==> src/rtl/rob_pkg.sv <==
package rob_pkg;
  // Whether a squash walk is running.
  typedef enum logic {WALK_IDLE = 1'b0, WALK_RUN = 1'b1} walk_state_e;
endpackage

==> src/rtl/rob_seq_store.sv <==
// Sequence number storage: one write port at the tail, one read at the head,
// and SQ_W reads stepping downward from the walk pointer.
module rob_seq_store #(
  parameter int DEPTH = 8,
  parameter int SEQ_W = 16,
  parameter int RD_N  = 2,
  localparam int AW   = $clog2(DEPTH)
) (
  input  logic                       clk,
  input  logic                       we,
  input  logic [AW-1:0]              waddr,
  input  logic [SEQ_W-1:0]           wdata,
  input  logic [AW-1:0]              head_addr,
  input  logic [AW-1:0]              walk_addr,
  output logic [SEQ_W-1:0]           head_data,
  output logic [RD_N-1:0][SEQ_W-1:0] walk_data
);
  logic [SEQ_W-1:0] mem [DEPTH];

  always_ff @(posedge clk) begin
    if (we) mem[waddr] <= wdata;
  end

  assign head_data = mem[head_addr];

  for (genvar k = 0; k < RD_N; k++) begin : g_rd
    logic [AW-1:0] a;
    assign a            = walk_addr - AW'(k);
    assign walk_data[k] = mem[a];
  end
endmodule

==> src/rtl/rob_flags.sv <==
// Per-slot ready and squashed flags.
module rob_flags #(
  parameter int DEPTH = 8,
  localparam int AW   = $clog2(DEPTH)
) (
  input  logic             clk,
  input  logic             rst,
  input  logic             ins_fire,
  input  logic [AW-1:0]    ins_addr,
  input  logic             done_valid,
  input  logic [AW-1:0]    done_idx,
  input  logic [DEPTH-1:0] mark_vec,
  output logic [DEPTH-1:0] rdy,
  output logic [DEPTH-1:0] sqd
);
  always_ff @(posedge clk) begin
    if (rst) begin
      rdy <= '0;
      sqd <= '0;
    end else begin
      for (int i = 0; i < DEPTH; i++) begin
        if (mark_vec[i]) begin
          rdy[i] <= 1'b1;
          sqd[i] <= 1'b1;
        end
      end
      if (done_valid) rdy[done_idx] <= 1'b1;
      // A fresh slot starts clean; the insert wins over a same-cycle mark.
      if (ins_fire) begin
        rdy[ins_addr] <= 1'b0;
        sqd[ins_addr] <= 1'b0;
      end
    end
  end
endmodule

==> src/rtl/rob_squash_walk.sv <==
// Backward squash walker: visits up to SQ_W slots per cycle from the youngest.
module rob_squash_walk #(
  parameter int DEPTH = 8,
  parameter int SEQ_W = 16,
  parameter int SQ_W  = 2,
  localparam int AW   = $clog2(DEPTH),
  localparam int CW   = $clog2(DEPTH + 1)
) (
  input  logic                       clk,
  input  logic                       rst,
  input  logic                       start,
  input  logic [SEQ_W-1:0]           key_in,
  input  logic [AW-1:0]              start_ptr,
  input  logic [CW-1:0]              start_left,
  input  logic                       retire_fire,
  input  logic [SQ_W-1:0][SEQ_W-1:0] walk_seq,
  output logic [AW-1:0]              ptr,
  output logic                       busy,
  output logic [DEPTH-1:0]           mark_vec,
  output logic                       tail_upd
);
  import rob_pkg::*;

  walk_state_e      state;
  logic [SEQ_W-1:0] key;
  logic [CW-1:0]    left;
  logic             first;
  logic [CW-1:0]    n_mark;
  logic             found;
  logic             finish;
  logic [CW:0]      consumed;

  assign busy = (state == WALK_RUN);

  always_comb begin
    logic          cont;
    logic [AW-1:0] idx;
    cont     = busy;
    n_mark   = '0;
    found    = 1'b0;
    mark_vec = '0;
    for (int k = 0; k < SQ_W; k++) begin
      idx = ptr - AW'(k);
      if (cont) begin
        if (CW'(k) < left) begin
          if (walk_seq[k] > key) begin
            n_mark        = n_mark + 1'b1;
            mark_vec[idx] = 1'b1;
          end else begin
            found = 1'b1;
            cont  = 1'b0;
          end
        end else begin
          cont = 1'b0;
        end
      end
    end
  end

  assign consumed = {1'b0, n_mark} + (CW+1)'(retire_fire);
  assign finish   = found || (consumed >= {1'b0, left});

  always_ff @(posedge clk) begin
    if (rst) begin
      state    <= WALK_IDLE;
      key      <= '0;
      ptr      <= '0;
      left     <= '0;
      first    <= 1'b0;
      tail_upd <= 1'b0;
    end else begin
      tail_upd <= 1'b0;
      if (start) begin
        state <= WALK_RUN;
        key   <= key_in;
        ptr   <= start_ptr;
        left  <= start_left;
        first <= 1'b1;
      end else if (busy) begin
        ptr      <= ptr - AW'(n_mark);
        left     <= finish ? '0 : left - CW'(consumed);
        state    <= finish ? WALK_IDLE : WALK_RUN;
        first    <= 1'b0;
        tail_upd <= first && (n_mark != '0);
      end
    end
  end

  // the tail pulse only follows a cycle in which the walk was running
  a_r11_tail_after_walk: assert property (@(posedge clk) disable iff (rst)
    tail_upd |-> $past(busy));

  // a walk with nothing left to cover ends at the next edge
  a_r10_walk_ends: assert property (@(posedge clk) disable iff (rst)
    (busy && !start && left == '0) |=> !busy);
endmodule

==> src/rtl/rob_thread.sv <==
// Single-thread reorder buffer with a width-limited backward squash walk.
module rob_thread #(
  parameter int DEPTH = 8,
  parameter int SEQ_W = 16,
  parameter int SQ_W  = 2,
  localparam int AW   = $clog2(DEPTH),
  localparam int CW   = $clog2(DEPTH + 1)
) (
  input  logic             clk,
  input  logic             rst,
  input  logic             ins_valid,
  input  logic [SEQ_W-1:0] ins_seq,
  output logic             ins_ready,
  input  logic             done_valid,
  input  logic [AW-1:0]    done_idx,
  input  logic             retire_req,
  input  logic             sq_valid,
  input  logic [SEQ_W-1:0] sq_seq,
  output logic             head_ready,
  output logic             head_squashed,
  output logic [SEQ_W-1:0] head_seq,
  output logic [AW-1:0]    head_idx,
  output logic             sq_busy,
  output logic [CW-1:0]    count,
  output logic             tail_upd
);
  logic [AW-1:0]              head, tail, walk_ptr;
  logic [DEPTH-1:0]           rdy, sqd, mark_vec;
  logic [SQ_W-1:0][SEQ_W-1:0] walk_seq;
  logic                       ins_fire, retire_fire, sq_start, not_empty;
  logic [CW-1:0]              start_left;

  assign not_empty     = (count != '0);
  assign ins_ready     = (count != CW'(DEPTH)) && !sq_busy;
  assign ins_fire      = ins_valid && ins_ready && !sq_valid;
  assign head_ready    = not_empty && rdy[head];
  assign head_squashed = not_empty && sqd[head];
  assign retire_fire   = retire_req && head_ready;
  assign sq_start      = sq_valid && !sq_busy && not_empty;
  assign start_left    = count - CW'(retire_fire);
  assign head_idx      = head;

  always_ff @(posedge clk) begin
    if (rst) begin
      head  <= '0;
      tail  <= '0;
      count <= '0;
    end else begin
      if (ins_fire)    tail <= tail + 1'b1;
      if (retire_fire) head <= head + 1'b1;
      case ({ins_fire, retire_fire})
        2'b10:   count <= count + 1'b1;
        2'b01:   count <= count - 1'b1;
        default: count <= count;
      endcase
    end
  end

  rob_seq_store #(.DEPTH(DEPTH), .SEQ_W(SEQ_W), .RD_N(SQ_W)) u_store (
    .clk       (clk),
    .we        (ins_fire),
    .waddr     (tail),
    .wdata     (ins_seq),
    .head_addr (head),
    .walk_addr (walk_ptr),
    .head_data (head_seq),
    .walk_data (walk_seq)
  );

  rob_flags #(.DEPTH(DEPTH)) u_flags (
    .clk        (clk),
    .rst        (rst),
    .ins_fire   (ins_fire),
    .ins_addr   (tail),
    .done_valid (done_valid),
    .done_idx   (done_idx),
    .mark_vec   (mark_vec),
    .rdy        (rdy),
    .sqd        (sqd)
  );

  rob_squash_walk #(.DEPTH(DEPTH), .SEQ_W(SEQ_W), .SQ_W(SQ_W)) u_walk (
    .clk         (clk),
    .rst         (rst),
    .start       (sq_start),
    .key_in      (sq_seq),
    .start_ptr   (tail - 1'b1),
    .start_left  (start_left),
    .retire_fire (retire_fire),
    .walk_seq    (walk_seq),
    .ptr         (walk_ptr),
    .busy        (sq_busy),
    .mark_vec    (mark_vec),
    .tail_upd    (tail_upd)
  );

  // occupancy never exceeds the depth
  a_r2_no_overflow: assert property (@(posedge clk) disable iff (rst)
    count <= CW'(DEPTH));

  // with no ready head and no insert, occupancy holds
  a_r4_hold_unready: assert property (@(posedge clk) disable iff (rst)
    (!head_ready && !ins_fire) |=> count == $past(count));

  // a squash request on an empty buffer leaves the walker idle
  a_r7_empty_squash: assert property (@(posedge clk) disable iff (rst)
    (sq_valid && !sq_busy && count == '0) |=> !sq_busy);

  // no slot is added while a walk runs
  a_r12_no_insert_busy: assert property (@(posedge clk) disable iff (rst)
    sq_busy |=> count <= $past(count));
endmodule

==> config.mk <==
export PLATFORM = sky130hd
export DESIGN_NAME = rob_thread
export DESIGN_NICKNAME = d
export VERILOG_FILES = /design/src/rtl/rob_pkg.sv /design/src/rtl/rob_seq_store.sv /design/src/rtl/rob_flags.sv /design/src/rtl/rob_squash_walk.sv /design/src/rtl/rob_thread.sv
export SDC_FILE = /design/constraint.sdc
export NUM_CORES = 1
export LEC_CHECK = 0
export BUFFER_PORTS_ARGS = -buffer_cell sky130_fd_sc_hd__buf_2
export CORE_MARGIN = 1.5
export CORE_UTILIZATION = 45
export CTS_BUF_LIST = sky130_fd_sc_hd__clkbuf_8
export CTS_CLUSTER_SIZE = 30
export DETAILED_ROUTE_END_ITERATION = 8
export GPL_TIMING_DRIVEN = 0
export PLACE_DENSITY = 0.59
export SYNTH_ARGS = -nofsm -noshare
export SYNTH_HDL_FRONTEND = slang
export SYNTH_SLANG_ARGS = --single-unit
==> constraint.sdc <==
create_clock -name clk -period 7.3 [get_ports clk]
set_input_delay 0.365 -clock clk [delete_from_list [all_inputs] [get_ports clk]]
set_output_delay 0.365 -clock clk [all_outputs]
set_load 0.005 [all_outputs]
==> results.json, run 1 <==
{
  "finalHoldViolations": 0,
  "switchingPower_mw": 0.792,
  "power.share.switching_pct": 30.4,
  "synthCells": 826,
  "drc": 0,
  "clk_latency_ps": 480,
  "p_clk_share_pct": 28.9,
  "relSlewSlack_pct": 32.8,
  "async_reset_ff_share_pct": 0,
  "fin_crit_ps": 6800,
  "synth-main-ff-cell": "edfxtp_1",
  "fp.dieW_um": 155,
  "layout_commonest_cell": "edfxtp_1",
  "critPathMaxFanout": 11,
  "fin_cells": 1228,
  "rows": 55,
  "crit_arrival_ps": 7190,
  "p_int_mw": 1.81,
  "post_synth_main_area_contributors": "edfxtp_1, mux4_2, dfxtp_1, mux2i_1, ha_1",
  "htree_levels": 4,
  "synth_edf_count": 128,
  "die-area_um2": 24200,
  "cp-start-kind": "flop",
  "cts_sinks": 186,
  "finalCritPeriodShare_pct": 93.1,
  "final_util_pct": 52.0,
  "syn_avg_cell_area_um2": 12.7,
  "synth_cell_types": 49,
  "crit_buf_inv": 4,
  "io_buffers": 67,
  "crit_path_max_incr_delay_ps": 660,
  "final_area_um2": 11800,
  "cap_violations": 0,
  "cts_setup_buffers": 0,
  "viasPerCell": 5.93,
  "dp_cells": 1200,
  "finalMaxSlewViolations": 0,
  "dieHeight_um": 155,
  "path_clk_slew_ps": 100,
  "drt_first_pass_iters": 5,
  "globalRouteOverflowTotal": 0,
  "num-nets-final": 1025,
  "core_area_um2": 22700,
  "skew_ps": 17.1,
  "seqPwrFrac_pct": 44.8,
  "clock_path_buffers": 2,
  "power.total_mw": 2.60,
  "p_leak_nw": 4.03,
  "peakVddDrop_mv": 0.115,
  "path_common_cell": "ha_1",
  "area_delta_synth_final_pct": 12.9,
  "p_comb_share_pct": 26.3,
  "path_class": "reg -> reg",
  "synth_top_area_share_pct": 36.8,
  "cts_made_buffers": 17,
  "r2r_slack_ps": 500,
  "ys_warn_count": 0,
  "yosysSeqAreaShare_pct": 47.9,
  "routedWlPerCell_um": 22.9,
  "status": "finished, final reports clean",
  "drt-initial-drc-count": 672,
  "grt_start_max_net_pins": 17,
  "vias": 7286,
  "grt_pass1_vias": 7079,
  "n_antenna_cell": 0,
  "synthesis.nets": 920,
  "synth_area_leader_cell": "edfxtp_1",
  "cp.required_ps": 7700,
  "finalSetupViolations": 0,
  "worstMarginPinSlew_ps": 1010,
  "clockRootBuffer": "clkbuf_8",
  "cts_tree": "built",
  "power_density_nw_per_um2": 221,
  "rsz0062_at_grt": "false",
  "drive_above_1_share_pct": 28.6,
  "max_freq_mhz": 147,
  "syn-cell-area_um2": 10500,
  "layout_common_cells": "edfxtp_1, buf_2, mux4_2, mux2i_1, nand2_1",
  "synth-seq-cells": 186,
  "hold_class": "in -> reg",
  "grtUsageTotal_pct": 24.0,
  "place_congestion": 0.871,
  "initial_core_util_pct": 46.0,
  "ant_nets": 0,
  "endpoint_kind": "flop",
  "drt_wl_total_um": 28100,
  "placed_cell_area_um2": 11400,
  "grt_pass1_wl_um": 42300,
  "dpl.hpwl_um": 21400,
  "critical_path.top_delay_family": "simple AND/OR/NAND/NOR gates",
  "io_pins": 69,
  "crit_slowest_cell": "dfxtp_1",
  "antenna_found_initial": 0
}
## worst paths after layout
path	startpoint	end	cells after the start
max reg2reg	u_walk.ptr[0]$_SDFFE_PP0N_	u_walk.busy$_SDFF_PP0_	25
max	u_walk.ptr[0]$_SDFFE_PP0N_	u_walk.busy$_SDFF_PP0_	25
min reg2reg	u_walk.first$_SDFFE_PP0N_	u_walk.tail_upd$_SDFF_PP0_	2
min	sq_seq[5]	u_walk.key[5]$_SDFFE_PP0P_	3
## power groups by stage
stage / sequential (mW) / clock, mW / combinational, mW
5_1_grt: 1.17 / 0.804 / 0.753
4_1_cts: 1.16 / 0.764 / 0.690
3_5_place_dp: 1.19 / 0 / 0.687
6_report: 1.17 / 0.753 / 0.686
2_1_floorplan: 1.18 / 0 / 0.477
3_3_place_gp: 1.19 / 0 / 0.674
## area by class of cell
type,count,area (um^2)
timing repair buffer,89,519
clock inverter,14,193
buffer,47,200
sequential,186,5000
multi-input combinational,555,5160
fill,1989,10900
clock buffer,17,234
tap,285,357
inverter,35,131
## cell families after synthesis
logic type | after synthesis | share of synthesized area [%]
AND/OR/NAND/NOR | 196 | 9.38
flip-flops | 186 | 47.9
multiplexers | 167 | 24.5
AO/OA/AOI/OAI | 125 | 7.28
buffers and inverters | 85 | 3.23
adder cells (fa/ha/maj) | 53 | 6.56
XOR/XNOR | 14 | 1.17
## timing repair
action,4_1_cts,5_1_grt
endpoints found under the setup margin,1,5
resized for setup,1,5
hold buffers,0,0
## routing by layer
metal	wire (um)	part of all wire [%]	GRT usage, %	vias up
li1	-	-	-	3383
met1	12800	46	33.9	3605
met2	12600	45	36.6	257
met3	1830	6.5	4.60	41
met4	899	3.2	9.12	0
met5	0	0	0	-
## cells in the mapped netlist (2+ instances only)
cell,number
o211ai_1,9
buf_1,7
o32a_1,2
fa_1,3
nor2_1,44
mux2i_1,68
edfxtp_1,128
inv_1,34
nand4_1,8
nand2b_1,5
mux2_2,31
buf_2,12
nand3_1,19
o31ai_1,2
nor4_1,8
or2_2,18
mux4_2,68
a21oi_1,49
nor2b_1,6
dfxtp_1,58
clkbuf_1,30
xor2_1,8
nor3_1,8
and3_1,6
o21ai_0,14
ha_1,50
xnor2_1,6
a211oi_1,5
a21o_1,3
o22ai_1,35
or3_1,6
nand2_1,59
## registers in the layout (all words and copies together), names as in the netlist, named ones only
register,flops
u_flags.sqd,8
u_walk.busy,1
head_idx,3
u_walk.first,1
count,4
u_walk.left,4
u_walk.tail_upd,1
u_flags.rdy,8
u_walk.ptr,3
tail,3
u_walk.key,16
u_store.mem,128
## metrics by stage
stage / setup WS (ps) / TNS [ps] / hold slack, ps
5_1_grt: 96.9 / 0 / 123
3_3_place_gp: 8.85 / 0 / 434
3_5_place_dp: -20.9 / -20.9 / 439
4_1_cts: 64.5 / 0 / 106
2_1_floorplan: 1670 / 0 / 420
6_report: 502 / 0 / 122
## worst reg2reg max path: cells and delay by family, from the launching register on
kind	cells	cell delay (ps)
AO/OA/AOI/OAI	7	1260
adder cells (fa/ha/maj)	5	1380
buffers and inverters	4	1130
XOR/XNOR	1	180
flip-flops	1	660
AND/OR/NAND/NOR	8	2110
Note: power is estimated with default switching activity, not from simulation.
==> inputs of run 2 (changes only) <==
Settings changed: CORE_ASPECT_RATIO set to 1.4, GPL_TIMING_DRIVEN 0 to unset.
==> results.json, run 2 (synthesized netlist as in run 1, its figures left out) <==
{
  "status": "finished, final reports clean",
  "power_density_nw_per_um2": 217,
  "power.total_mw": 2.51,
  "path_common_cell": "ha_1",
  "grt_start_max_net_pins": 74,
  "layout_common_cells": "edfxtp_1, mux4_2, mux2i_1, buf_2, nand2_1",
  "rsz0062_at_grt": "false",
  "max_freq_mhz": 158,
  "dieHeight_um": 183,
  "grt_pass1_vias": 7561,
  "core_area_um2": 22700,
  "cts_resized": 0,
  "crit_arrival_ps": 6740,
  "fin_setup_tns_ps": 0,
  "rows": 65,
  "peakVddDrop_mv": 0.129,
  "finalHoldViolations": 0,
  "cp.required_ps": 7720,
  "globalRouteOverflowTotal": 0,
  "initial_core_util_pct": 46.1,
  "finalCritPeriodShare_pct": 86.5,
  "ant_nets": 0,
  "worstMarginPinSlew_ps": 1320,
  "fin_crit_ps": 6310,
  "ctsHoldBuffers": 0,
  "clock_path_buffers": 2,
  "cts_sinks": 186,
  "p_comb_share_pct": 24.8,
  "area_delta_synth_final_pct": 10.5,
  "largest_reg_flops": 128,
  "drt_wl_total_um": 27700,
  "routedWlPerCell_um": 23.3,
  "layout_commonest_cell": "edfxtp_1",
  "hold_class": "in -> reg",
  "switchingPower_mw": 0.743,
  "place_congestion": 0.881,
  "crit_path_max_incr_delay_ps": 1210,
  "finalMaxSlewViolations": 0,
  "path_class": "reg -> reg",
  "multi_input_area_um2": 5180,
  "reg.largest.list": "u_store.mem (128), u_walk.key (16)",
  "cts_setup_buffers": 0,
  "clockRootBuffer": "clkbuf_8",
  "final_area_um2": 11600,
  "seqCellArea_um2": 5010,
  "final_util_pct": 50.9,
  "crit_slowest_cell": "dfxtp_1",
  "placed_cell_area_um2": 11200,
  "cap_violations": 0,
  "grt_pass1_wl_um": 42700,
  "cts_made_buffers": 17,
  "drt_first_pass_iters": 4,
  "crit_buf_inv": 2,
  "p_clk_share_pct": 27.7,
  "viasPerCell": 6.09,
  "relSlewSlack_pct": 11.6,
  "htree_levels": 4,
  "critical_path.top_delay_family": "simple AND/OR/NAND/NOR gates",
  "num-nets-final": 972,
  "fillers": 1951,
  "largest-register": "u_store.mem",
  "dp_cells": 1160,
  "crit_chain": "buf_4 > mux4_2 > mux2_2 > ha_1 > nand2_1 > nor4_1 > o21ai_0 > and4_4 > nor2_1 > nand3_1 > nor3_1 > ha_1 > ha_1 > a21oi_1 > o21ai_0 > nand2b_1 > inv_1 > a2111o_1 > and2_4 > a211oi_2",
  "dpl.hpwl_um": 18400,
  "finalSetupViolations": 0,
  "grtUsageTotal_pct": 23.8,
  "n_antenna_cell": 0,
  "drc": 0,
  "drt-initial-drc-count": 611,
  "endpoint_kind": "flop",
  "power.share.switching_pct": 29.6,
  "clk_latency_ps": 500,
  "fp.dieW_um": 132,
  "seqPwrFrac_pct": 47.6,
  "vias": 7260,
  "cts_tree": "built",
  "p_int_mw": 1.76,
  "critPathMaxFanout": 23,
  "skew_ps": 21.7,
  "io_pins": 69,
  "drive_above_1_share_pct": 27.8,
  "antenna_found_initial": 0,
  "die-area_um2": 24200,
  "io_buffers": 68,
  "path_clk_slew_ps": 100,
  "cp-start-kind": "flop",
  "p_leak_nw": 3.86,
  "fin_cells": 1192
}
[run 2: worst register-to-register path: stages (launching register included)]
cell	delay (ps)
dfxtp_1	1210
buf_4	390
mux4_2	330
mux2_2	300
ha_1	280
nand2_1	90
nor4_1	610
o21ai_0	330
and4_4	270
nor2_1	100
nand3_1	170
nor3_1	450
ha_1	270
ha_1	280
a21oi_1	170
o21ai_0	130
nand2b_1	120
inv_1	50
a2111o_1	330
and2_4	170
a211oi_2	190
[run 2: power by group through the flow]
stage | Sequential, mW | Combinational [mW] | Clock [mW]
final | 1.19 | 0.621 | 0.694
after global routing | 1.20 | 0.685 | 0.744
after CTS | 1.19 | 0.623 | 0.711
after detailed placement | 1.22 | 0.620 | 0
after global placement | 1.21 | 0.604 | 0
after floorplan | 1.18 | 0.477 | 0
[run 2: area by class of cell]
type | count | area share [%]
Clock inverter | 15 | 1.40
Tap cell | 301 | 3.26
Sequential cell | 186 | 43.4
Inverter | 35 | 1.14
Multi-Input combinational cell | 555 | 44.9
Timing Repair Buffer | 83 | 3.92
Clock buffer | 17 | 2.03
[run 2: worst paths after layout]
path / start / cells past startpoint / slack (ps) / to
max: flop / 20 / 990 / u_walk.busy$_SDFF_PP0_
min reg2reg: u_walk.first$_SDFFE_PP0N_ / 2 / 450 / u_walk.tail_upd$_SDFF_PP0_
max reg2reg: flop / 20 / 990 / u_walk.busy$_SDFF_PP0_
min: sq_seq[12] / 3 / 100 / u_walk.key[12]$_SDFFE_PP0P_
[run 2: routing by layer]
metal	vias up	track usage (%)	routed length, um
met4	0	11.0	983
met1	3696	27.3	10800
met3	58	4.26	1300
met5	-	0	0
li1	3276	-	-
met2	230	43.2	14700
[run 2: stage by stage]
step           worst slack [ps]  hold WS [ps]
2_1_floorplan              1670           420
3_3_place_gp               1220           438
3_5_place_dp               1030           438
4_1_cts                     934          74.4
5_1_grt                     723          94.1
6_report                    987           101
==> inputs of run 3 (changes only) <==
Clock period 7.3 ns to 5.9 ns, I/O delays scaled along.
==> results.json, run 3 (synthesized netlist as in run 1, its figures left out) <==
{
  "viasPerCell": 5.96,
  "skew_ps": 17.7,
  "drt-initial-drc-count": 458,
  "ant_nets": 0,
  "rows": 65,
  "cp.required_ps": 6300,
  "routedWlPerCell_um": 23.4,
  "worstMarginPinSlew_ps": 927,
  "largest_reg_flops": 128,
  "grtUsageTotal_pct": 24.0,
  "p_leak_nw": 3.91,
  "globalRouteOverflowTotal": 0,
  "cp_num_cells": 20,
  "clock_path_buffers": 2,
  "drt_first_pass_iters": 5,
  "antenna_found_initial": 0,
  "die-area_um2": 24200,
  "r2r_slack_ps": 400,
  "finalCritPeriodShare_pct": 93.3,
  "finalHoldViolations": 0,
  "n_antenna_cell": 0,
  "clockRootBuffer": "clkbuf_8",
  "setup_ws_ps": 397,
  "htree_levels": 4,
  "clk_latency_ps": 480,
  "layout_commonest_cell": "edfxtp_1",
  "critPathMaxFanout": 32,
  "reg2reg_to": "u_walk.busy$_SDFF_PP0_",
  "io_pins": 69,
  "crit_arrival_ps": 5910,
  "cts_tree": "built",
  "dp_cells": 1169,
  "vias": 7157,
  "drive_above_1_share_pct": 28.9,
  "io_buffers": 68,
  "dpl.hpwl_um": 18800,
  "area_delta_synth_final_pct": 11.1,
  "path_common_cell": "ha_1",
  "fin_crit_ps": 5500,
  "fp.dieW_um": 132,
  "multi_input_area_um2": 5200,
  "cts_setup_buffers": 0,
  "fin_setup_tns_ps": 0,
  "drc": 0,
  "dieHeight_um": 183,
  "worst_hold_slack_ps": 48.8,
  "cap_violations": 0,
  "crit_slowest_cell": "nor4_2",
  "rsz0062_at_grt": "false",
  "path_clk_slew_ps": 100,
  "cts_resized": 1,
  "num-nets-final": 981,
  "crit_buf_inv": 2,
  "fillers": 1979,
  "relSlewSlack_pct": 38.2,
  "crit_end": "u_walk.busy$_SDFF_PP0_",
  "cts_made_buffers": 17,
  "crit_chain": "buf_4 > mux4_2 > mux2_2 > ha_1 > nand4_1 > nor4_2 > o21ai_0 > and4_4 > nor2_1 > nand3_1 > nor3_1 > ha_1 > ha_1 > nand2_1 > o21ai_0 > nand2b_1 > inv_1 > a2111o_1 > and2_4 > a211oi_2",
  "hold_class": "in -> reg",
  "fin_cells": 1201,
  "initial_core_util_pct": 46.1,
  "cp-start-kind": "flop",
  "path_class": "reg -> reg",
  "seqCellArea_um2": 5010,
  "drt_wl_total_um": 28200,
  "cts_sinks": 186,
  "dp_slack_ps": -12.6,
  "peakVddDrop_mv": 0.152,
  "reg.largest.list": "u_store.mem (128), u_walk.key (16)",
  "final_util_pct": 51.2,
  "power_density_nw_per_um2": 264,
  "crit_path_max_incr_delay_ps": 550,
  "layout_common_cells": "edfxtp_1, mux4_2, mux2i_1, buf_2, nand2_1",
  "core_area_um2": 22700,
  "finalMaxSlewViolations": 0,
  "grt_start_max_net_pins": 74,
  "largest-register": "u_store.mem",
  "status": "finished, final reports clean",
  "place_congestion": 0.901,
  "grt_pass1_wl_um": 42800,
  "grt_pass1_vias": 7554,
  "max_freq_mhz": 182,
  "finalSetupViolations": 0,
  "ctsHoldBuffers": 0,
  "critical_path.top_delay_family": "simple AND/OR/NAND/NOR gates",
  "r2r_cells": 20,
  "endpoint_kind": "flop"
}
==> run 3: changes by cell type in the layout (fill, tap and decap cells not counted), sizes merged <==
cell,change
inv,+5
clkinvlp,-2
clkinv,-3
bufinv,-2
clkbuf,+2
buf,+9
==> run 3: layout make-up <==
cell class | instances | share of cell area [%]
clock buffers | 19 | 2.25
multi-input cells | 555 | 44.7
inverters | 35 | 1.13
flip-flops and latches | 186 | 43.2
well taps | 301 | 3.24
clock inverters | 13 | 0.754
repair buffers | 92 | 4.70
==> run 3: layer usage <==
metal | global-route usage, % | vias to the layer above | routed length (um) | part of all wire (%)
met2 | 43.7 | 193 | 14900 | 53
met3 | 4.01 | 46 | 1310 | 4.6
met5 | 0 | - | 0 | 0
li1 | - | 3294 | - | -
met1 | 28.1 | 3624 | 11000 | 39
met4 | 9.78 | 0 | 873 | 3.1
==> run 3: stage by stage <==
stage | instance area, um^2 | total power, mW
floorplan | 10500 | 2.05
global placement | 11300 | 2.29
detailed placement | 11300 | 2.31
CTS | 11600 | 3.09
global route | 11600 | 3.22
finish | 11600 | 3.06
==> run 3: worst register-to-register path, delay by kind of cell (launching register included) <==
family,cells,cell delay [ps]
and+or+nand+nor,9,2040
muxes,2,700
adders and majority gates,3,960
AOI/OAI and AO/OA,4,950
buffers and inverters,2,490
DFF,1,320
==> run 3: worst min path at each step <==
stage,from,end,slack (ps),cells after the start
detailed placement,u_walk.first$_SDFFE_PP0N_,u_walk.tail_upd$_SDFF_PP0_,440,2
floorplan,ins_seq[0],u_store.mem[0][0]$_DFFE_PP_,390,0
finish,sq_seq[3],u_walk.key[3]$_SDFFE_PP0P_,50,3
global placement,u_walk.first$_SDFFE_PP0N_,u_walk.tail_upd$_SDFF_PP0_,430,2
global route,sq_seq[0],u_walk.key[0]$_SDFFE_PP0P_,30,3
CTS,sq_seq[3],u_walk.key[3]$_SDFFE_PP0P_,20,3
==> run 3: where the power goes <==
group	total, mW	internal (mW)	leakage (nW)	switching (mW)
combinational	0.825	0.375	2.08	0.450
clock	0.784	0.346	0.206	0.438
sequential	1.46	1.42	1.63	0.0358
